`src/rtl/hdx_pkg.sv`:
```
package hdx_pkg;

  // Default geometry of the port.
  localparam int HDX_BITS   = 8;
  localparam int HDX_RATE_W = 2;

  // Number of operating-clock cycles per serial-clock level for a rate code.
  // Code 0 is the slowest; each step up halves the level time.
  function automatic int hdx_half_cycles(input int rate_w, input int code);
    return (1 << ((1 << rate_w) - 1)) >> code;
  endfunction

endpackage

```
`src/rtl/hdx_clkgen.sv`:
```
module hdx_clkgen
  import hdx_pkg::*;
#(
  parameter int BITS   = HDX_BITS,
  parameter int RATE_W = HDX_RATE_W
) (
  input  logic              clk,
  input  logic              rst_n,
  input  logic              run_en_i,
  input  logic              cpol_i,
  input  logic [RATE_W-1:0] rate_i,
  input  logic              start_i,
  output logic              busy_o,
  output logic              sck_o,
  output logic              rise_o,
  output logic              fall_o
);

  localparam int MAX_HALF = hdx_half_cycles(RATE_W, 0);
  localparam int DIV_W    = $clog2(MAX_HALF) + 1;
  localparam int EDGES    = 2 * BITS;
  localparam int EDGE_W   = $clog2(EDGES) + 1;

  logic [DIV_W-1:0]  div_q, div_n;
  logic [EDGE_W-1:0] edge_q, edge_n;
  logic              busy_q, busy_n;
  logic              sck_q, sck_n;
  logic [DIV_W-1:0]  half_lim;
  logic              wrap;

  always_comb begin
    half_lim = DIV_W'(hdx_half_cycles(RATE_W, int'(rate_i)) - 1);
    // >= lets a rate change in the middle of a transfer still reach a wrap.
    wrap     = busy_q && (div_q >= half_lim);
    rise_o   = wrap && !sck_q;
    fall_o   = wrap && sck_q;
  end

  always_comb begin
    div_n  = div_q;
    edge_n = edge_q;
    busy_n = busy_q;
    sck_n  = sck_q;
    if (!run_en_i) begin
      div_n  = '0;
      edge_n = '0;
      busy_n = 1'b0;
      sck_n  = cpol_i;
    end else if (!busy_q) begin
      sck_n = cpol_i;
      if (start_i) begin
        busy_n = 1'b1;
        div_n  = '0;
        edge_n = '0;
      end
    end else if (wrap) begin
      div_n  = '0;
      sck_n  = !sck_q;
      edge_n = edge_q + 1'b1;
      if (edge_q == EDGE_W'(EDGES - 1)) begin
        busy_n = 1'b0;
      end
    end else begin
      div_n = div_q + 1'b1;
    end
  end

  always_ff @(posedge clk or negedge rst_n) begin
    if (!rst_n) begin
      div_q  <= '0;
      edge_q <= '0;
      busy_q <= 1'b0;
      sck_q  <= 1'b0;
    end else begin
      div_q  <= div_n;
      edge_q <= edge_n;
      busy_q <= busy_n;
      sck_q  <= sck_n;
    end
  end

  assign busy_o = busy_q;
  assign sck_o  = sck_q;

endmodule

```
`src/rtl/hdx_sync_edge.sv`:
```
module hdx_sync_edge #(
  parameter int STAGES = 2
) (
  input  logic clk,
  input  logic rst_n,
  input  logic async_i,
  input  logic en_i,
  output logic rise_o,
  output logic fall_o
);

  // STAGES flops of synchronizer plus one flop holding the previous level.
  logic [STAGES:0] pipe_q, pipe_n;
  logic            cur_lvl, old_lvl;

  always_comb begin
    pipe_n  = {pipe_q[STAGES-1:0], async_i};
    cur_lvl = pipe_q[STAGES-1];
    old_lvl = pipe_q[STAGES];
    rise_o  = en_i && cur_lvl && !old_lvl;
    fall_o  = en_i && !cur_lvl && old_lvl;
  end

  always_ff @(posedge clk or negedge rst_n) begin
    if (!rst_n) begin
      pipe_q <= '0;
    end else begin
      pipe_q <= pipe_n;
    end
  end

endmodule

```
`src/rtl/hdx_shifter.sv`:
```
module hdx_shifter #(
  parameter int BITS = 8
) (
  input  logic            clk,
  input  logic            rst_n,
  input  logic            en_i,
  input  logic            dir_tx_i,
  input  logic            load_i,
  input  logic [BITS-1:0] load_data_i,
  input  logic            rise_i,
  input  logic            fall_i,
  input  logic            sd_i,
  input  logic            clr_i,
  output logic            sd_o,
  output logic            mid_o,
  output logic            done_o,
  output logic [BITS-1:0] rx_data_o
);

  localparam int CNT_W = $clog2(BITS);

  logic [BITS-1:0]  sh_q, sh_n;
  logic [BITS-1:0]  rx_q, rx_n;
  logic [CNT_W-1:0] cnt_q, cnt_n;
  logic             done_q, done_n;
  logic [BITS-1:0]  shifted_in;

  always_comb begin
    shifted_in = {sh_q[BITS-2:0], sd_i};
    sh_n   = sh_q;
    rx_n   = rx_q;
    cnt_n  = cnt_q;
    done_n = done_q && !clr_i;
    if (!en_i) begin
      cnt_n = '0;
    end else if (load_i) begin
      sh_n  = load_data_i;
      cnt_n = '0;
    end else begin
      if (rise_i) begin
        if (!dir_tx_i) begin
          sh_n = shifted_in;
        end
        if (cnt_q == CNT_W'(BITS - 1)) begin
          cnt_n  = '0;
          done_n = 1'b1;
          if (!dir_tx_i) begin
            rx_n = shifted_in;
          end
        end else begin
          cnt_n = cnt_q + 1'b1;
        end
      end
      // Only a falling edge that follows a capture moves the next bit out.
      if (fall_i && dir_tx_i && (cnt_q != '0)) begin
        sh_n = {sh_q[BITS-2:0], 1'b0};
      end
    end
  end

  always_ff @(posedge clk or negedge rst_n) begin
    if (!rst_n) begin
      sh_q   <= '0;
      rx_q   <= '0;
      cnt_q  <= '0;
      done_q <= 1'b0;
    end else begin
      sh_q   <= sh_n;
      rx_q   <= rx_n;
      cnt_q  <= cnt_n;
      done_q <= done_n;
    end
  end

  assign sd_o      = sh_q[BITS-1];
  assign mid_o     = (cnt_q != '0);
  assign done_o    = done_q;
  assign rx_data_o = rx_q;

endmodule

```
`src/rtl/hdx_sport.sv`:
```
module hdx_sport
  import hdx_pkg::*;
#(
  parameter int BITS        = HDX_BITS,
  parameter int RATE_W      = HDX_RATE_W,
  parameter int SYNC_STAGES = 2
) (
  input  logic              clk,
  input  logic              rst_n,
  input  logic              en_i,
  input  logic              master_i,
  input  logic              dir_tx_i,
  input  logic              cpol_i,
  input  logic [RATE_W-1:0] rate_i,
  input  logic              wr_en_i,
  input  logic [BITS-1:0]   wr_data_i,
  input  logic              rd_en_i,
  output logic [BITS-1:0]   rd_data_o,
  output logic              done_o,
  output logic              wcol_o,
  input  logic              sck_i,
  output logic              sck_o,
  output logic              sck_oe_o,
  input  logic              sd_i,
  output logic              sd_o,
  output logic              sd_oe_o
);

  logic mst_en, slv_en;
  logic clk_busy, m_rise, m_fall, m_sck;
  logic s_rise, s_fall;
  logic sh_mid;
  logic busy_any, wr_take, wr_hit, start_m;
  logic sel_rise, sel_fall, access;
  logic wcol_q, wcol_n;

  always_comb begin
    mst_en   = en_i && master_i;
    slv_en   = en_i && !master_i;
    busy_any = master_i ? clk_busy : sh_mid;
    wr_take  = wr_en_i && en_i && !busy_any;
    wr_hit   = wr_en_i && en_i && busy_any;
    start_m  = wr_take && master_i;
    sel_rise = master_i ? m_rise : s_rise;
    sel_fall = master_i ? m_fall : s_fall;
    access   = rd_en_i || wr_en_i;
  end

  hdx_clkgen #(
    .BITS   (BITS),
    .RATE_W (RATE_W)
  ) u_clkgen (
    .clk      (clk),
    .rst_n    (rst_n),
    .run_en_i (mst_en),
    .cpol_i   (cpol_i),
    .rate_i   (rate_i),
    .start_i  (start_m),
    .busy_o   (clk_busy),
    .sck_o    (m_sck),
    .rise_o   (m_rise),
    .fall_o   (m_fall)
  );

  hdx_sync_edge #(
    .STAGES (SYNC_STAGES)
  ) u_sync (
    .clk     (clk),
    .rst_n   (rst_n),
    .async_i (sck_i),
    .en_i    (slv_en),
    .rise_o  (s_rise),
    .fall_o  (s_fall)
  );

  hdx_shifter #(
    .BITS (BITS)
  ) u_shift (
    .clk         (clk),
    .rst_n       (rst_n),
    .en_i        (en_i),
    .dir_tx_i    (dir_tx_i),
    .load_i      (wr_take),
    .load_data_i (wr_data_i),
    .rise_i      (sel_rise),
    .fall_i      (sel_fall),
    .sd_i        (sd_i),
    .clr_i       (access),
    .sd_o        (sd_o),
    .mid_o       (sh_mid),
    .done_o      (done_o),
    .rx_data_o   (rd_data_o)
  );

  // Collision flag: set wins over the read that clears it.
  always_comb begin
    wcol_n = wcol_q;
    if (rd_en_i) wcol_n = 1'b0;
    if (wr_hit)  wcol_n = 1'b1;
  end

  always_ff @(posedge clk or negedge rst_n) begin
    if (!rst_n) begin
      wcol_q <= 1'b0;
    end else begin
      wcol_q <= wcol_n;
    end
  end

  assign wcol_o   = wcol_q;
  assign sck_o    = m_sck;
  assign sck_oe_o = mst_en;
  assign sd_oe_o  = mst_en && dir_tx_i;

endmodule

```
`config.mk`:
```
export PLATFORM = sky130hd
export DESIGN_NAME = hdx_sport
export DESIGN_NICKNAME = d
export VERILOG_FILES = /design/src/rtl/hdx_pkg.sv /design/src/rtl/hdx_clkgen.sv /design/src/rtl/hdx_sync_edge.sv /design/src/rtl/hdx_shifter.sv /design/src/rtl/hdx_sport.sv
export SDC_FILE = /design/constraint.sdc
export NUM_CORES = 1
export LEC_CHECK = 0
export BUFFER_PORTS_ARGS = -buffer_cell sky130_fd_sc_hd__buf_2
export CAP_MARGIN = 20
export CORE_ASPECT_RATIO = 1.75
export CORE_MARGIN = 2
export CORE_UTILIZATION = 55
export DETAILED_ROUTE_END_ITERATION = 6
export PLACE_DENSITY = 0.9
export RECOVER_POWER = 100
export SLEW_MARGIN = 25
export SYNTH_ARGS = -nofsm -noshare
export SYNTH_HDL_FRONTEND = slang
export SYNTH_SLANG_ARGS = --single-unit
```
`constraint.sdc`:
```
create_clock -name clk -period 2.74 [get_ports clk]
set_clock_uncertainty 0.2 [all_clocks]
set_input_delay 0.548 -clock clk [delete_from_list [all_inputs] [get_ports clk]]
set_output_delay 0.548 -clock clk [all_outputs]
set_load 0.1 [all_outputs]
```
==> impl_results.md <==
* Pre-Repair DR Iteration Count at 4
* R2R depth at 9
* Register area at 875.8 µm²
* Share of layout cells above drive strength 1 at 28.51%
* Failing checks: capacitance limit, slew limit
* Post-CTS Resized at 0
* Worst R2R End: u_shift.sh_q[4]
* Post-synth EDFFs at 0
* Nets at 250
* Max clock buf depth at 2
* Run status: complete, but fails checks
* # hold bufs at CTS at 0
* Vias per inst at 5.590
* Syn Nets at 204
* # IOs at 34
* Crit path DAT at 2.59 ns
* Final slew viol count at 36
* First-pass GRT wire length at 7.210 mm
* Sequential fraction of the synthesis area at 44.73%
* Total power at 0.001305 W
* Die Ht at 82.93 µm
* Post CTS Setup Buffer Count at 0
* Synth cell count leaders: dfrtp_1 (35), nand2_1 (18), mux2_2 (16)
* Top cells by area, synth: dfrtp_1 (45%), mux2_2 (9.2%), ha_1 (6.4%)
* Final worst path period share at 95.43%
* Die Span X at 49.11 µm
* Rows at 28
* CTS sink cnt at 35
* R2R Path Start: u_clkgen.div_q[0]
* Synth top area share at 44.73%
* Leading area contributor after synthesis: dfrtp_1
* Hold worst-path end: u_sync.pipe_q[1]
* TNS Setup at 0 ns
* WL per Instance at 15.00 µm
* Final HPWL DP at 3.031 mm
* CTS clk-pin slew, worst paths at 0.07 ns
* FF-to-FF setup slack at 0.20 ns
* PortBufs at 33
* F_max at 0.3825 GHz
* Peak supply drop at 0.0005188 V
* Critical path data required time at 2.71 ns
* Max Cap Viol at 1
* Mapped Cells at 174
* Largest net degree at the start of global routing at 36
* Slew HR at -18.92%
* RSZ-0062 raised after global routing: no
* Congestion Overflow GR at 0
* Remaining antenna violation count at 0
* Min-Delay Startpoint: u_sync.pipe_q[0]
* Number of global-route vias before repair at 1584
* Die area at 4072 µm²
* Critical setup path kind: input port to flip-flop
* Synthesized area per cell at 11.25 µm²
* FFs w/ async S/R, synth at 100.0%
* Clk root buf: clkbuf_8
* Antenna Cells at 0
* Hold WC Path Type: flip-flop to flip-flop
* Most frequent cell after synthesis: dfrtp_1
* CTS tree: done
* Ys Warns at 0
* PwrDens at 573.6 nW/µm²
* DRT iter0 DRCs at 15
* Initial core utilization at 57.62%
* Worst Setup Start Kind: input port
* Multi-input gate area at 969.7 µm²
* Total global routing track utilization at 22.91%
* Hold Vio Cnt, Final at 0
* Hold slack at 0.1452 ns
* Post-synthesis sequential element count at 35
* Post-Syn Area at 1958 µm²
* Worst-margin pin slew at 1.784 ns
* Crit Path Max Fanout at 8
* H-tree levels at 2
* Synth Flop Type: dfrtp_1
* Vias at 1487
* CORE AREA at 3398 µm²
* Unique masters post-synth at 45
* Antenna violations before repair at 0
* DRT Wirelength at 3.991 mm
* Number of remaining DRC errors at 0
* LEAKAGE at 1.061 nW
* Synth-to-Final Area Change at 16.23%
* Gpl congestion at 0.8382
* Fillers at 292
* Final setup fails at 0
* Tmin final at 2.615 ns
* Crit end category: flip-flop
* TritonCTS buffer count at 5
* Critical path origin: rate_i[0]
* Hold Crit Depth at 0
* Skew-Pair Late Insertion Delay at 0.29 ns
==> sequential cells by signal (all words and copies together), names as in the netlist <==
signal,count
u_shift.rx_data_o,8
u_shift.sh_q,8
u_clkgen.edge_q,5
u_clkgen.div_q,4
u_shift.cnt_q,3
u_sync.pipe_q,3
u_clkgen.busy_o,1
u_clkgen.sck_o,1
u_shift.done_o,1
wcol_o,1
==> layout by cell type, fill, tap and decap left out, types with 3 or more instances in the layout <==
cell type	netlist	layout
nand4_1	4	4
clkbuf_8	0	7
nor2_1	5	5
nand2_1	18	18
mux2_1	0	7
o211ai_1	3	3
mux2_2	16	16
a21oi_1	8	8
o21ai_0	6	7
clkbuf_1	0	19
buf_2	0	18
dfrtp_1	35	35
nand3_1	3	3
buf_4	2	6
and3_1	4	4
inv_1	11	11
ha_1	10	9
==> worst max-delay path, stage by stage <==
cell      delay (ns)
buf_2           0.10
or2_0           0.26
ha_4            0.27
o211ai_1        0.10
o21a_1          0.24
o41ai_2         0.40
o21a_1          0.21
buf_12          0.14
mux2_1          0.33
==> cells by family after synthesis <==
kind of cell | Yosys count | synth area share (%)
simple gates | 51 | 14.76
flops | 35 | 44.73
compound gates | 33 | 13.10
mux | 23 | 14.57
buf+inv | 17 | 4.472
fa+ha+maj | 10 | 6.390
xor+xnor | 4 | 1.789
other cells | 1 | 0.1915
==> through the flow <==
stage | instances | util (%) | instance area [µm²] | worst slack (ns)
5_1_grt | 266 | 66.97 | 2276 | 0.05152
6_report | 266 | 66.97 | 2276 | 0.1253
2_1_floorplan | 174 | - | 1973 | -0.05943
3_3_place_gp | 258 | 66.24 | 2251 | -0.05282
4_1_cts | 266 | 69.18 | 2351 | 0.1675
3_5_place_dp | 258 | 66.24 | 2251 | -0.1310
==> cell type report <==
class	instances	share of cell area [%]
multi-input combinational	122	42.61
sequential	35	38.48
timing repair buffer	45	10.23
clock buffer	8	4.398
tap	45	2.474
inverter	11	1.814
==> where the power goes <==
part / switching (W) / total [W] / internal, W
combinational: 0.000167 / 0.000271 / 0.000104
clock: 0.000182 / 0.000411 / 0.000229
sequential: 0.0000477 / 0.000623 / 0.000576
total: 0.000396 / 0.00131 / 0.000909
==> how the worst max path moves through the flow <==
stage	slack (ns)	cells past startpoint	endpoint
detailed placement	-0.13	10	u_shift.sh_q[4]
global route	0.05	9	u_shift.rx_data_o[5]
CTS	0.17	10	u_shift.sh_q[7]
global placement	-0.05	9	u_shift.sh_q[5]
finish	0.13	9	u_shift.sh_q[4]
floorplan	-0.06	9	u_shift.sh_q[7]
==> routing by layer <==
metal	vias up	GRT usage, %	share of wire (%)
li1	713	-	-
met1	714	25.87	39
met2	44	39.68	54
met3	16	5.216	4.0
met4	0	10.91	3.2
met5	-	0	0
(Power assumes the default switching activity.)
